**src/rtl/exc_pkg.sv**
```systemverilog
`timescale 1ns/1ps
package exc_pkg;
    localparam int unsigned XLEN   = 32;
    localparam int unsigned CODE_W = 12;
    localparam int unsigned IMM_W  = 8;

    typedef enum logic [2:0] {
        ST_IDLE  = 3'd0,
        ST_SAVE  = 3'd1,
        ST_MARK  = 3'd2,
        ST_LOG   = 3'd3,
        ST_JUMP  = 3'd4,
        ST_SLOT  = 3'd5,
        ST_RJUMP = 3'd6
    } exc_state_e;

    typedef struct packed {
        logic              is_irq;
        logic              is_trap;
        logic [CODE_W-1:0] code;
        logic [IMM_W-1:0]  imm;
        logic [XLEN-1:0]   pc;
    } exc_req_t;

    function automatic logic [XLEN-1:0] vector_addr(
        input logic [XLEN-1:0] base,
        input logic            is_irq,
        input logic [XLEN-1:0] gen_off,
        input logic [XLEN-1:0] irq_off
    );
        return base + (is_irq ? irq_off : gen_off);
    endfunction
endpackage

```
**src/rtl/exc_seq.sv**
```systemverilog
`timescale 1ns/1ps
module exc_seq
    import exc_pkg::*;
(
    input  logic                 clk,
    input  logic                 rst,
    input  logic                 exc_valid,
    input  logic                 exc_is_irq,
    input  logic                 exc_is_trap,
    input  logic [CODE_W-1:0]    exc_code,
    input  logic [IMM_W-1:0]     exc_imm,
    input  logic [XLEN-1:0]      exc_pc,
    input  logic                 multi_en,
    input  logic                 rte_valid,
    input  logic                 slot_done,
    input  logic                 bl_now,
    output exc_state_e           state_q,
    output exc_req_t             pend_q,
    output logic                 accept,
    output logic                 rte_go,
    output logic                 drop
);
    logic       idle;
    exc_state_e state_d;

    always_comb begin
        idle   = (state_q == ST_IDLE);
        accept = exc_valid && idle && (!bl_now || multi_en);
        rte_go = rte_valid && idle && !accept;
        drop   = exc_valid && !accept;
    end

    always_comb begin
        state_d = state_q;
        unique case (state_q)
            ST_IDLE: begin
                if (accept)      state_d = ST_SAVE;
                else if (rte_go) state_d = ST_SLOT;
            end
            ST_SAVE:  state_d = ST_MARK;
            ST_MARK:  state_d = ST_LOG;
            ST_LOG:   state_d = ST_JUMP;
            ST_JUMP:  state_d = ST_IDLE;
            ST_SLOT:  if (slot_done) state_d = ST_RJUMP;
            ST_RJUMP: state_d = ST_IDLE;
            default:  state_d = ST_IDLE;
        endcase
    end

    always_ff @(posedge clk) begin
        if (rst) begin
            state_q <= ST_IDLE;
            pend_q  <= '0;
        end else begin
            state_q <= state_d;
            if (accept) begin
                pend_q.is_irq  <= exc_is_irq;
                pend_q.is_trap <= exc_is_trap && !exc_is_irq;
                pend_q.code    <= exc_code;
                pend_q.imm     <= exc_imm;
                pend_q.pc      <= exc_pc;
            end
        end
    end
endmodule

```
**src/rtl/exc_state_regs.sv**
```systemverilog
`timescale 1ns/1ps
module exc_state_regs
    import exc_pkg::*;
#(
    parameter int unsigned    BL_POS      = 28,
    parameter int unsigned    RB_POS      = 29,
    parameter logic [XLEN-1:0] SR_RST_BASE = 32'h0000_00F0
) (
    input  logic            clk,
    input  logic            rst,
    input  exc_state_e      state_q,
    input  logic [XLEN-1:0] pend_pc,
    input  logic            rte_go,
    input  logic            wr_go,
    input  logic [XLEN-1:0] wr_data,
    output logic [XLEN-1:0] sr_q,
    output logic [XLEN-1:0] spc_q,
    output logic [XLEN-1:0] ssr_q
);
    logic [XLEN-1:0] mark_mask;

    for (genvar i = 0; i < XLEN; i++) begin : g_mask
        assign mark_mask[i] = (i == BL_POS) || (i == RB_POS);
    end

    always_ff @(posedge clk) begin
        if (rst) begin
            sr_q  <= SR_RST_BASE | mark_mask;
            spc_q <= '0;
            ssr_q <= '0;
        end else begin
            if (state_q == ST_SAVE) begin
                spc_q <= pend_pc;
                ssr_q <= sr_q;
            end
            if (state_q == ST_MARK) sr_q <= sr_q | mark_mask;
            else if (rte_go)        sr_q <= ssr_q;
            else if (wr_go)         sr_q <= wr_data;
        end
    end
endmodule

```
**src/rtl/exc_event_log.sv**
```systemverilog
`timescale 1ns/1ps
module exc_event_log
    import exc_pkg::*;
(
    input  logic              clk,
    input  logic              rst,
    input  exc_state_e        state_q,
    input  exc_req_t          pend_q,
    output logic [CODE_W-1:0] gen_evt_q,
    output logic [CODE_W-1:0] irq_evt_q,
    output logic [IMM_W-1:0]  trap_imm_q
);
    always_ff @(posedge clk) begin
        if (rst) begin
            gen_evt_q  <= '0;
            irq_evt_q  <= '0;
            trap_imm_q <= '0;
        end else if (state_q == ST_LOG) begin
            if (pend_q.is_irq) irq_evt_q <= pend_q.code;
            else               gen_evt_q <= pend_q.code;
            if (pend_q.is_trap) trap_imm_q <= pend_q.imm;
        end
    end
endmodule

```
**src/rtl/exc_ctrl.sv**
```systemverilog
`timescale 1ns/1ps
module exc_ctrl
    import exc_pkg::*;
#(
    parameter int unsigned     BL_POS      = 28,
    parameter int unsigned     RB_POS      = 29,
    parameter logic [XLEN-1:0] GEN_OFF     = 32'h0000_0100,
    parameter logic [XLEN-1:0] IRQ_OFF     = 32'h0000_0600,
    parameter logic [XLEN-1:0] SR_RST_BASE = 32'h0000_00F0
) (
    input  logic              clk,
    input  logic              rst,
    input  logic              exc_valid,
    input  logic              exc_is_irq,
    input  logic              exc_is_trap,
    input  logic [CODE_W-1:0] exc_code,
    input  logic [IMM_W-1:0]  exc_imm,
    input  logic [XLEN-1:0]   exc_pc,
    input  logic              multi_en,
    input  logic [XLEN-1:0]   vec_base,
    input  logic              rte_valid,
    input  logic              slot_done,
    input  logic              sr_wr_valid,
    input  logic [XLEN-1:0]   sr_wr_data,
    output logic [XLEN-1:0]   sr_q,
    output logic [XLEN-1:0]   spc_q,
    output logic [XLEN-1:0]   ssr_q,
    output logic [CODE_W-1:0] gen_evt_q,
    output logic [CODE_W-1:0] irq_evt_q,
    output logic [IMM_W-1:0]  trap_imm_q,
    output logic              redir_valid,
    output logic [XLEN-1:0]   redir_addr,
    output logic              busy,
    output logic              drop
);
    exc_state_e state_q;
    exc_req_t   pend_q;
    logic       accept;
    logic       rte_go;
    logic       wr_go;

    exc_seq u_seq (
        .clk         (clk),
        .rst         (rst),
        .exc_valid   (exc_valid),
        .exc_is_irq  (exc_is_irq),
        .exc_is_trap (exc_is_trap),
        .exc_code    (exc_code),
        .exc_imm     (exc_imm),
        .exc_pc      (exc_pc),
        .multi_en    (multi_en),
        .rte_valid   (rte_valid),
        .slot_done   (slot_done),
        .bl_now      (sr_q[BL_POS]),
        .state_q     (state_q),
        .pend_q      (pend_q),
        .accept      (accept),
        .rte_go      (rte_go),
        .drop        (drop)
    );

    assign wr_go = sr_wr_valid && (state_q == ST_IDLE) && !accept && !rte_go;

    exc_state_regs #(
        .BL_POS      (BL_POS),
        .RB_POS      (RB_POS),
        .SR_RST_BASE (SR_RST_BASE)
    ) u_regs (
        .clk     (clk),
        .rst     (rst),
        .state_q (state_q),
        .pend_pc (pend_q.pc),
        .rte_go  (rte_go),
        .wr_go   (wr_go),
        .wr_data (sr_wr_data),
        .sr_q    (sr_q),
        .spc_q   (spc_q),
        .ssr_q   (ssr_q)
    );

    exc_event_log u_log (
        .clk        (clk),
        .rst        (rst),
        .state_q    (state_q),
        .pend_q     (pend_q),
        .gen_evt_q  (gen_evt_q),
        .irq_evt_q  (irq_evt_q),
        .trap_imm_q (trap_imm_q)
    );

    always_comb begin
        busy        = (state_q != ST_IDLE);
        redir_valid = (state_q == ST_JUMP) || (state_q == ST_RJUMP);
        if (state_q == ST_JUMP)
            redir_addr = vector_addr(vec_base, pend_q.is_irq, GEN_OFF, IRQ_OFF);
        else
            redir_addr = spc_q;
    end
endmodule

```
**config.mk**
```make
export PLATFORM = sky130hd
export DESIGN_NAME = exc_ctrl
export DESIGN_NICKNAME = d
export VERILOG_FILES = /design/src/rtl/exc_pkg.sv /design/src/rtl/exc_seq.sv /design/src/rtl/exc_state_regs.sv /design/src/rtl/exc_event_log.sv /design/src/rtl/exc_ctrl.sv
export SDC_FILE = /design/constraint.sdc
export NUM_CORES = 1
export LEC_CHECK = 0
export BUFFER_PORTS_ARGS = -buffer_cell sky130_fd_sc_hd__buf_2
export CAP_MARGIN = 10
export CORE_MARGIN = 5
export CORE_UTILIZATION = 45
export DETAILED_ROUTE_END_ITERATION = 16
export PLACE_DENSITY = 0.77
export SYNTH_ARGS = -nofsm -noshare
export SYNTH_HDL_FRONTEND = slang
export SYNTH_HIERARCHICAL = 1
export SYNTH_SLANG_ARGS = --single-unit
```
**constraint.sdc**
```tcl
create_clock -name clk -period 5.4 [get_ports clk]
set_input_delay 0.54 -clock clk [delete_from_list [all_inputs] [get_ports clk]]
set_output_delay 0.54 -clock clk [all_outputs]
set_load 0.02 [all_outputs]
```
==> qor.yml, run 1 <==
drc: 0
cp_slowest_cell: "or2_1"
cts_resized: 0
synth_edf_count: 0
rsz0062_at_grt: "false"
crit_type: "reg2reg"
clkTransAtPathRegs_ns: 0.08
slew_headroom_pct: 36.3
min_path_type: "in2reg"
rows: 51
ioPinCount: 288
clock_latency_ns: 0.42
outcome: "completed"
cp-start-kind: "flop"
cts_setup_buffers: 0
antenna_found_initial: 5
leakagePower_nw: 4.39
arrival_ns: 4.05
grt_util_met3_pct: 5.26
fin_crit_ns: 3.70
r2r_cells: 6
drv_slew: 0
gp_congestion: 0.831
dr.pass1.iters: 5
r2r-start: "u_seq/state_q[0]"
cts_tree: "done"
drt-vias-per-instance: 5.57
endpoint_kind: "flop"
maxCapViolations: 0
min_from: "exc_code[3]"
start_util_pct: 46.0
drt_iter0_drc: 541
synth_flop_cell: "dfxtp_1"
syn_avg_cell_area_um2: 8.86
skew_ns: 0.0208
num_vias: 8460
critPathTopFamily: "simple AND/OR/NAND/NOR gates"
layout-drive-gt1-share_pct: 34.0
syn_nets: 1150
root_buffer: "clkbuf_16"
overflow: 0
coreArea_um2: 19700
worstPathCellList: "or4b_2 > a21oi_4 > buf_4 > or2_1 > and2_4 > mux2i_1"
synthToLayoutAreaGrowth_pct: 22.0
synth_cell_types: 54
hold_buffers: 0
clock_sinks: 185
io_buffers: 287
cp_slowest_stage_delay_ns: 0.79
min_path_cells: 3
path_buf_inv: 1
track_usage_pct: 22.5
htreeDepth: 4
use_met1_pct: 29.8
finalHoldViolations: 0
synth_cells: 1021
cts_buffer_depth: 2
min_to: "u_seq/pend_q[43]"
netlist_area_um2: 9040
r2r_slack_ns: 1.70
ys_warn_count: 6
ir_drop_mv: 0.266
die_area_um2: 23000
r2r_end: "u_regs/sr_q[7]"
die_width_um: 152
power.total_mw: 4.56
crit_required_ns: 5.75
min_period_over_period_pct: 68.5
async_reset_ff_share_pct: 0
drt-total-wl_mm: 27.2
max_slew.worst_pin.slew_ns: 0.955
setup_violations: 0
finalSetupTns_ns: 0
ant_nets: 0
max_freq_mhz: 270
grt_pass1_vias: 7986
ys_seq_elements: 185
path_max_fanout: 37
nFillCells: 1824
dp_hpwl_mm: 18.5
die_height_um: 152
grt_pass1_wl_mm: 41.9
p_per_area_nw_per_um2: 414
grt.busiest_layer: "met2"
wl_per_cell_um: 17.9
cts_buffers: 17
nNetsFinal: 1368
yosysSeqAreaShare_pct: 41.0
grt_max_degree: 143
met2_usage_pct: 37.2
==> kinds of logic after synthesis <==
group,Yosys count,share of synthesized area [%]
fa+ha+maj,4,0.636
simple gates,378,21.5
flops,185,41.0
xor+xnor,10,0.969
buf+inv,105,6.13
compound gates,272,22.4
mux,67,7.44
==> worst max path at each step <==
stage | slack (ns) | endpoint | startpoint | cells after the start
2_1_floorplan | 2.67 | redir_addr[31] | vec_base[10] | 6
3_3_place_gp | 1.79 | u_regs/sr_q[7] | rte_valid | 7
3_5_place_dp | 1.71 | u_regs/sr_q[7] | rte_valid | 7
4_1_cts | 1.71 | u_regs/sr_q[7] | u_seq/state_q[0] | 6
5_1_grt | 1.47 | u_regs/sr_q[4] | u_seq/state_q[0] | 6
6_report | 1.70 | u_regs/sr_q[7] | u_seq/state_q[0] | 6
==> metal layers <==
layer / share of wire [%] / wire, um
met3: 7.5 / 2040
met2: 48 / 13100
met5: 0.20 / 54
met4: 1.3 / 349
met1: 43 / 11700
==> tightest hold or removal path: cells and delay by family <==
kind | cells | cell delay [ns]
buf+inv | 1 | 0.09
compound gates | 1 | 0.05
simple gates | 1 | 0.06
==> through the flow <==
step	instances	utilization (%)	instance area, um2	setup slack, ns	hold WS (ns)
after global placement	1485	53.0	10400	1.79	0.448
final	1518	56.1	11000	1.70	0.368
after CTS	1517	56.1	11000	1.71	0.351
after detailed placement	1485	53.0	10400	1.71	0.457
after global routing	1517	56.1	11000	1.47	0.362
after floorplan	1021	-	9040	2.67	0.444
==> state kept, by name, indices dropped and copies added, names as in the netlist <==
| register | cells |
|---|---|
| u_seq/state_q | 3 |
| u_log/irq_evt_q | 12 |
| u_regs/ssr_q | 32 |
| u_regs/sr_q | 32 |
| u_seq/pend_q | 54 |
| u_regs/spc_q | 32 |
| u_log/trap_imm_q | 8 |
| u_log/gen_evt_q | 12 |
==> cell usage in the layout (no fill, tap or decap), types with 4 or more instances in the layout <==
cell / n
a211oi_1: 7
a211oi_2: 26
a21oi_1: 144
a31oi_1: 12
buf_2: 286
buf_4: 13
clkbuf_16: 17
clkinv_8: 5
dfxtp_1: 185
inv_6: 5
mux2i_1: 65
nand2_1: 177
nand2b_1: 53
nand3_1: 10
nand4_1: 59
nor2_1: 22
nor2b_1: 8
o21ai_0: 12
o31ai_1: 10
o31ai_2: 50
o41ai_1: 4
or3_1: 4
or4_1: 7
xnor2_1: 7
==> cells in the mapped netlist (2+ instances only) <==
cell type	number	area (um2)
or3b_2	2	17.5
o31ai_1	10	75.1
and4_1	2	17.5
and3_1	3	18.8
xor2_1	3	26.3
or3_1	5	31.3
a31oi_1	12	75.1
or2_1	3	18.8
o31ai_2	50	626
dfxtp_1	185	3700
or4_1	7	52.6
o21ai_0	12	60.1
a211oi_2	26	325
inv_1	4	15.0
o41ai_1	4	35.0
nand2b_1	54	338
buf_6	15	169
a211oi_1	7	52.6
nor2b_1	9	56.3
xnor2_1	7	61.3
a21oi_1	145	726
nor4_1	3	18.8
nand4b_1	3	26.3
nand3_1	10	50.1
nor3b_1	2	15.0
nand4_1	59	369
nor2_1	22	82.6
buf_4	2	15.0
a21o_1	3	22.5
buf_1	5	18.8
ha_1	3	37.5
clkbuf_1	47	176
mux2i_1	65	651
nand2_1	177	664
nand4bb_1	3	33.8
mux2_2	2	22.5
nor3_1	2	10.0
buf_2	32	160
==> layout make-up <==
class,count,area [um2],area share (%)
Antenna cell,1,2.50,0.0227
Clock buffer,17,425,3.86
Clock inverter,15,181,1.64
Inverter,4,16.3,0.147
Multi-Input combinational cell,731,4830,43.8
Sequential cell,185,3700,33.6
Tap cell,265,332,3.01
Timing Repair Buffer,300,1540,14.0
==> report_power, final <==
part | switching, mW | total (mW) | internal [mW]
registers | 0.169 | 1.71 | 1.54
clock network | 0.596 | 1.26 | 0.663
logic | 1.09 | 1.59 | 0.507
total | 1.85 | 4.56 | 2.71
No activity file was read; power rests on OpenSTA's default activity.
==> run 2: changes to the inputs <==
==> constraint.sdc (replaced) <==
create_clock -name clk -period 3.5 [get_ports clk]
set_input_delay 0.35 -clock clk [delete_from_list [all_inputs] [get_ports clk]]
set_output_delay 0.35 -clock clk [all_outputs]
set_load 0.02 [all_outputs]
==> qor.yml, run 2 (same netlist as run 1, synthesis figures left out) <==
r2r-start: "u_seq/state_q[2]"
fin_crit_ns: 3.14
cts_buffers: 17  # unchanged
max_freq_mhz: 319
htreeDepth: 4  # unchanged
crit_type: "reg2out"
die_area_um2: 23000  # unchanged
overflow: 0  # unchanged
p_sw_mw: 2.86  # +54%
dp_hpwl_mm: 18.6  # +0.49%
slew_headroom_pct: 29.5  # -6.8 points
die_height_um: 152  # unchanged
maxCapViolations: 0  # unchanged
stdcell_area_um2: 11000  # about the same
p_int_mw: 4.13  # +52%
grt_pass1_wl_mm: 42.6  # +1.8%
ir_drop_mv: 0.359  # +35%
hold_buffers: 0  # unchanged
cts_setup_buffers: 0  # unchanged
cts_resized: 0  # unchanged
drt-vias-per-instance: 5.63  # +1.1%
min_to: "u_seq/pend_q[50]"
combPwrFrac_pct: 36.4  # +1.5 points
root_buffer: "clkbuf_16"
finalHoldViolations: 0  # unchanged
clock_power_share_pct: 26.4  # -1.2 points
crit_required_ns: 3.15  # -2.60 ns
ioPinCount: 288  # unchanged
leakagePower_nw: 4.40  # +0.20%
path_max_fanout: 10  # -73%
ant_nets: 0  # unchanged
cp-start-kind: "flop"
whs_ns: 0.175  # -0.193 ns
finalSetupTns_ns: 0  # unchanged
io_buffers: 287  # unchanged
largest_reg_flops: 54  # unchanged
fin_util_pct: 56.1  # about the same
antenna_found_initial: 4  # -1
grt_pass1_vias: 8100  # +1.4%
num_vias: 8570  # +1.3%
p_per_area_nw_per_um2: 634  # +53%
coreArea_um2: 19700  # unchanged
final_common_cell: "buf_2"
drv_slew: 0  # unchanged
nFillCells: 1842  # +0.99%
rows: 51  # unchanged
nNetsFinal: 1372  # +0.29%
min_path_type: "in2reg"
swShare_pct: 40.9  # +0.33 points
r2r_end: "u_regs/sr_q[22]"
synthToLayoutAreaGrowth_pct: 22.0  # about the same
min_period_over_period_pct: 89.7
clock_latency_ns: 0.42  # about the same
drt-total-wl_mm: 27.7  # +1.5%
dpl_cell_area_um2: 10500  # +0.41%
r2r_slack_ns: 0.74  # -0.96 ns
endpoint_kind: "output pin"
min_path_cells: 3  # unchanged
grt_max_degree: 145  # +1.4%
power.total_mw: 6.99  # +53%
skew_ns: 0.0142  # -0.00658 ns
wl_per_cell_um: 18.2  # +1.3%
outcome: "completed"
drt_iter0_drc: 487  # -10%
arrival_ns: 2.79  # -1.26 ns
dr.pass1.iters: 5  # unchanged
setup_violations: 0  # unchanged
seq_power_share_pct: 37.3  # -0.2 points
layout-drive-gt1-share_pct: 34.2  # +0.13 points
rsz0062_at_grt: "false"
clkTransAtPathRegs_ns: 0.08  # about the same
antenna_cells: 0  # -1
layout_common_cells: "buf_2 (286), dfxtp_1 (185), nand2_1 (177)"
die_width_um: 152  # unchanged
max_slew.worst_pin.slew_ns: 1.06  # +0.102 ns
largest-register: "u_seq/pend_q"
cts_buffer_depth: 2  # unchanged
r2r_cells: 8  # +2
cts_tree: "done"
start_util_pct: 46.0  # unchanged
gp_congestion: 0.855  # +2.9%
clock_sinks: 185  # unchanged
min_from: "exc_code[10]"
track_usage_pct: 23.1  # +0.63 points
drc: 0  # unchanged
run 2: worst max-delay path, stage by stage (launching register included):
cell and delay, ns:
dfxtp_1 0.42, inv_1 0.10, ha_1 0.20, fa_1 0.23
a21o_1 0.23, nand2_1 0.25, or4_1 0.56, a31oi_1 0.20
buf_2 0.19
run 2: worst max path at each step:
stage | from | endpoint | slack, ns
after detailed placement | u_seq/state_q[2] | u_regs/sr_q[22] | 0.75
after floorplan | u_regs/sr_q[28] | u_regs/sr_q[0] | 0.96
after global routing | u_seq/pend_q[53] | redir_addr[24] | 0.17
after global placement | u_seq/state_q[2] | u_regs/sr_q[4] | 0.82
final | u_seq/pend_q[53] | redir_addr[24] | 0.36
after CTS | u_seq/pend_q[53] | redir_addr[24] | 0.35
run 2: power groups by stage:
stage	Combinational [mW]	Clock, mW	Sequential (mW)
after floorplan	1.66	0	2.84
after global placement	2.50	0	2.64
after detailed placement	2.55	0	2.65
after CTS	2.55	1.88	2.60
after global routing	2.74	1.98	2.64
final	2.54	1.84	2.61
run 2: layer usage:
layer / up-vias / routed length, um / global-route usage [%]
met5: - / 46 / 0
met4: 8 / 444 / 5.93
met3: 32 / 1990 / 5.50
met2: 307 / 13200 / 38.6
met1: 4111 / 12000 / 30.1
li1: 4112 / - / -
run 2: area by class of cell:
type / count / area (um2) / area share, %
well taps: 265 / 332 / 3.01
clock inverters: 14 / 136 / 1.24
flip-flops and latches: 185 / 3700 / 33.6
inverters: 4 / 16.3 / 0.147
clock buffers: 18 / 429 / 3.89
multi-input cells: 731 / 4830 / 43.8
repair buffers: 304 / 1580 / 14.4
run 2: stage by stage:
| step | worst slack (ns) | std cells |
|---|---|---|
| 5_1_grt | 0.170 | 1521 |
| 2_1_floorplan | 0.960 | 1021 |
| 4_1_cts | 0.351 | 1521 |
| 6_report | 0.361 | 1521 |
| 3_5_place_dp | 0.754 | 1489 |
| 3_3_place_gp | 0.825 | 1489 |
==> run 3: changes to the inputs <==
--- a/config.mk
+++ b/config.mk
@@ -7,6 +7,7 @@
 export LEC_CHECK = 0
 export BUFFER_PORTS_ARGS = -buffer_cell sky130_fd_sc_hd__buf_2
 export CAP_MARGIN = 10
+export CORE_ASPECT_RATIO = 0.9
 export CORE_MARGIN = 5
 export CORE_UTILIZATION = 45
 export DETAILED_ROUTE_END_ITERATION = 16
==> qor.yml, run 3 (same netlist as run 1, synthesis figures left out) <==
endpoint_kind: "output pin"
leakagePower_nw: 4.44  # +0.85%
num_vias: 8497  # -0.85%
clock_latency_ns: 0.43  # about the same
io_buffers: 287  # unchanged
gp_congestion: 0.848  # -0.83%
whs_ns: 0.172  # -0.00267 ns
fin_crit_ns: 3.10  # -0.0422 ns
rows: 49  # -3.9%
layout-drive-gt1-share_pct: 34.3  # +0.18 points
max_slew.worst_pin.slew_ns: 1.05  # -0.00756 ns
start_util_pct: 45.5  # -0.49 points
overflow: 0  # unchanged
layout_common_cells: "buf_2 (286), dfxtp_1 (185), nand2_1 (177)"
drt-total-wl_mm: 27.7  # about the same
arrival_ns: 2.75  # -0.04 ns
antenna_cells: 0  # unchanged
clock_sinks: 185  # unchanged
path_max_fanout: 10  # unchanged
nNetsFinal: 1374  # +0.15%
largest-register: "u_seq/pend_q"
min_period_over_period_pct: 88.5  # -1.2 points
grt_pass1_wl_mm: 43.3  # +1.5%
multi_input_area_um2: 4830  # unchanged
die_width_um: 159  # +5.1%
cts_setup_buffers: 0  # unchanged
track_usage_pct: 22.8  # -0.30 points
nFillCells: 1826  # -0.87%
rsz0062_at_grt: "false"
ir_drop_mv: 0.490  # +37%
cts_resized: 0  # unchanged
hold_buffers: 0  # unchanged
maxCapViolations: 0  # unchanged
register_area_um2: 3700  # unchanged
grt_pass1_vias: 8097  # -0.037%
drt_iter0_drc: 627  # +29%
cp-start-kind: "flop"
drt-vias-per-instance: 5.62  # -0.33%
dp_hpwl_mm: 18.5  # -0.48%
place_ws_ns: 0.825  # +0.0713 ns
setup_violations: 0  # unchanged
cts_buffer_depth: 2  # unchanged
die_area_um2: 23000  # about the same
dr.pass1.iters: 5  # unchanged
crit_type: "reg2out"
cts_tree: "done"
outcome: "completed"
htreeDepth: 4  # unchanged
ant_nets: 0  # unchanged
coreArea_um2: 19900  # +1.1%
synthToLayoutAreaGrowth_pct: 22.7
skew_ns: 0.0142  # -0.0000408 ns
final_common_cell: "buf_2"
min_path_type: "in2reg"
ioPinCount: 288  # unchanged
largest_reg_flops: 54  # unchanged
antenna_found_initial: 4  # unchanged
slew_headroom_pct: 30.0  # +0.50 points
wl_per_cell_um: 18.3  # +0.53%
finalSetupTns_ns: 0  # unchanged
drc: 0  # unchanged
grt_max_degree: 87  # -40%
setup_ws_ns: 0.403  # +0.0422 ns
drv_slew: 0  # unchanged
root_buffer: "clkbuf_16"
die_height_um: 144  # -4.8%
finalHoldViolations: 0  # unchanged
cts_buffers: 17  # unchanged
max_freq_mhz: 323  # +1.4%
crit_required_ns: 3.15  # about the same
p_per_area_nw_per_um2: 646  # +1.9%
clkTransAtPathRegs_ns: 0.08  # about the same
run 3: cell types whose count changed in the layout (fill, tap and decap cells not counted):
| cell | delta |
|---|---|
| inv_6 | +1 |
| inv_8 | +1 |
| clkbuf_1 | -1 |
| clkinv_8 | +1 |
| buf_4 | +2 |
| clkinv_4 | -3 |
| clkinv_2 | -1 |
| bufinv_16 | +2 |
run 3: layout make-up:
type / count / share of cell area (%)
timing repair buffer: 306 / 14.4
clock buffer: 17 / 3.83
tap: 255 / 2.88
multi-input combinational: 731 / 43.5
sequential: 185 / 33.4
clock inverter: 15 / 1.82
inverter: 4 / 0.147
run 3: worst paths after layout:
kind | startpoint | end | slack [ns] | cells past startpoint
hold reg to reg | u_seq/pend_q[30] | u_regs/spc_q[30] | 0.46 | 2
setup reg to reg | u_seq/state_q[0] | u_regs/sr_q[6] | 0.97 | 6
hold / removal | exc_pc[10] | u_seq/pend_q[10] | 0.17 | 3
setup / recovery | u_seq/pend_q[53] | redir_addr[26] | 0.40 | 8
run 3: power breakdown:
group | switching (mW) | total [mW] | internal, mW | leakage (nW)
registers | 0.221 | 2.60 | 2.38 | 1.50
clock network | 0.929 | 2.03 | 1.10 | 0.304
logic | 1.74 | 2.54 | 0.801 | 2.63
run 3: critical path, stage by stage, from the launching register on:
cell and delay, ns:
dfxtp_1 0.42, inv_1 0.10, ha_1 0.21, fa_1 0.23, a21o_1 0.22, nand2_1 0.23
or4_1 0.55, a31oi_1 0.17, buf_2 0.19
run 3: per-stage QoR:
| stage | instances | util [%] | area (um2) | total power, mW |
|---|---|---|---|---|
| after detailed placement | 1481 | 52.7 | 10500 | 5.19 |
| after floorplan | 1021 | - | 9040 | 4.50 |
| final | 1513 | 55.8 | 11100 | 7.17 |
| after global routing | 1513 | 55.8 | 11100 | 7.55 |
| after CTS | 1513 | 55.8 | 11100 | 7.22 |
| after global placement | 1481 | 52.7 | 10500 | 5.14 |
run 3: routing by layer:
layer | part of all wire [%] | track usage [%] | vias to the layer above
li1 | - | - | 4107
met1 | 45 | 31.0 | 4021
met2 | 47 | 36.8 | 329
met3 | 7.2 | 6.16 | 32
met4 | 1.3 | 4.76 | 8
met5 | 0.14 | 0 | -
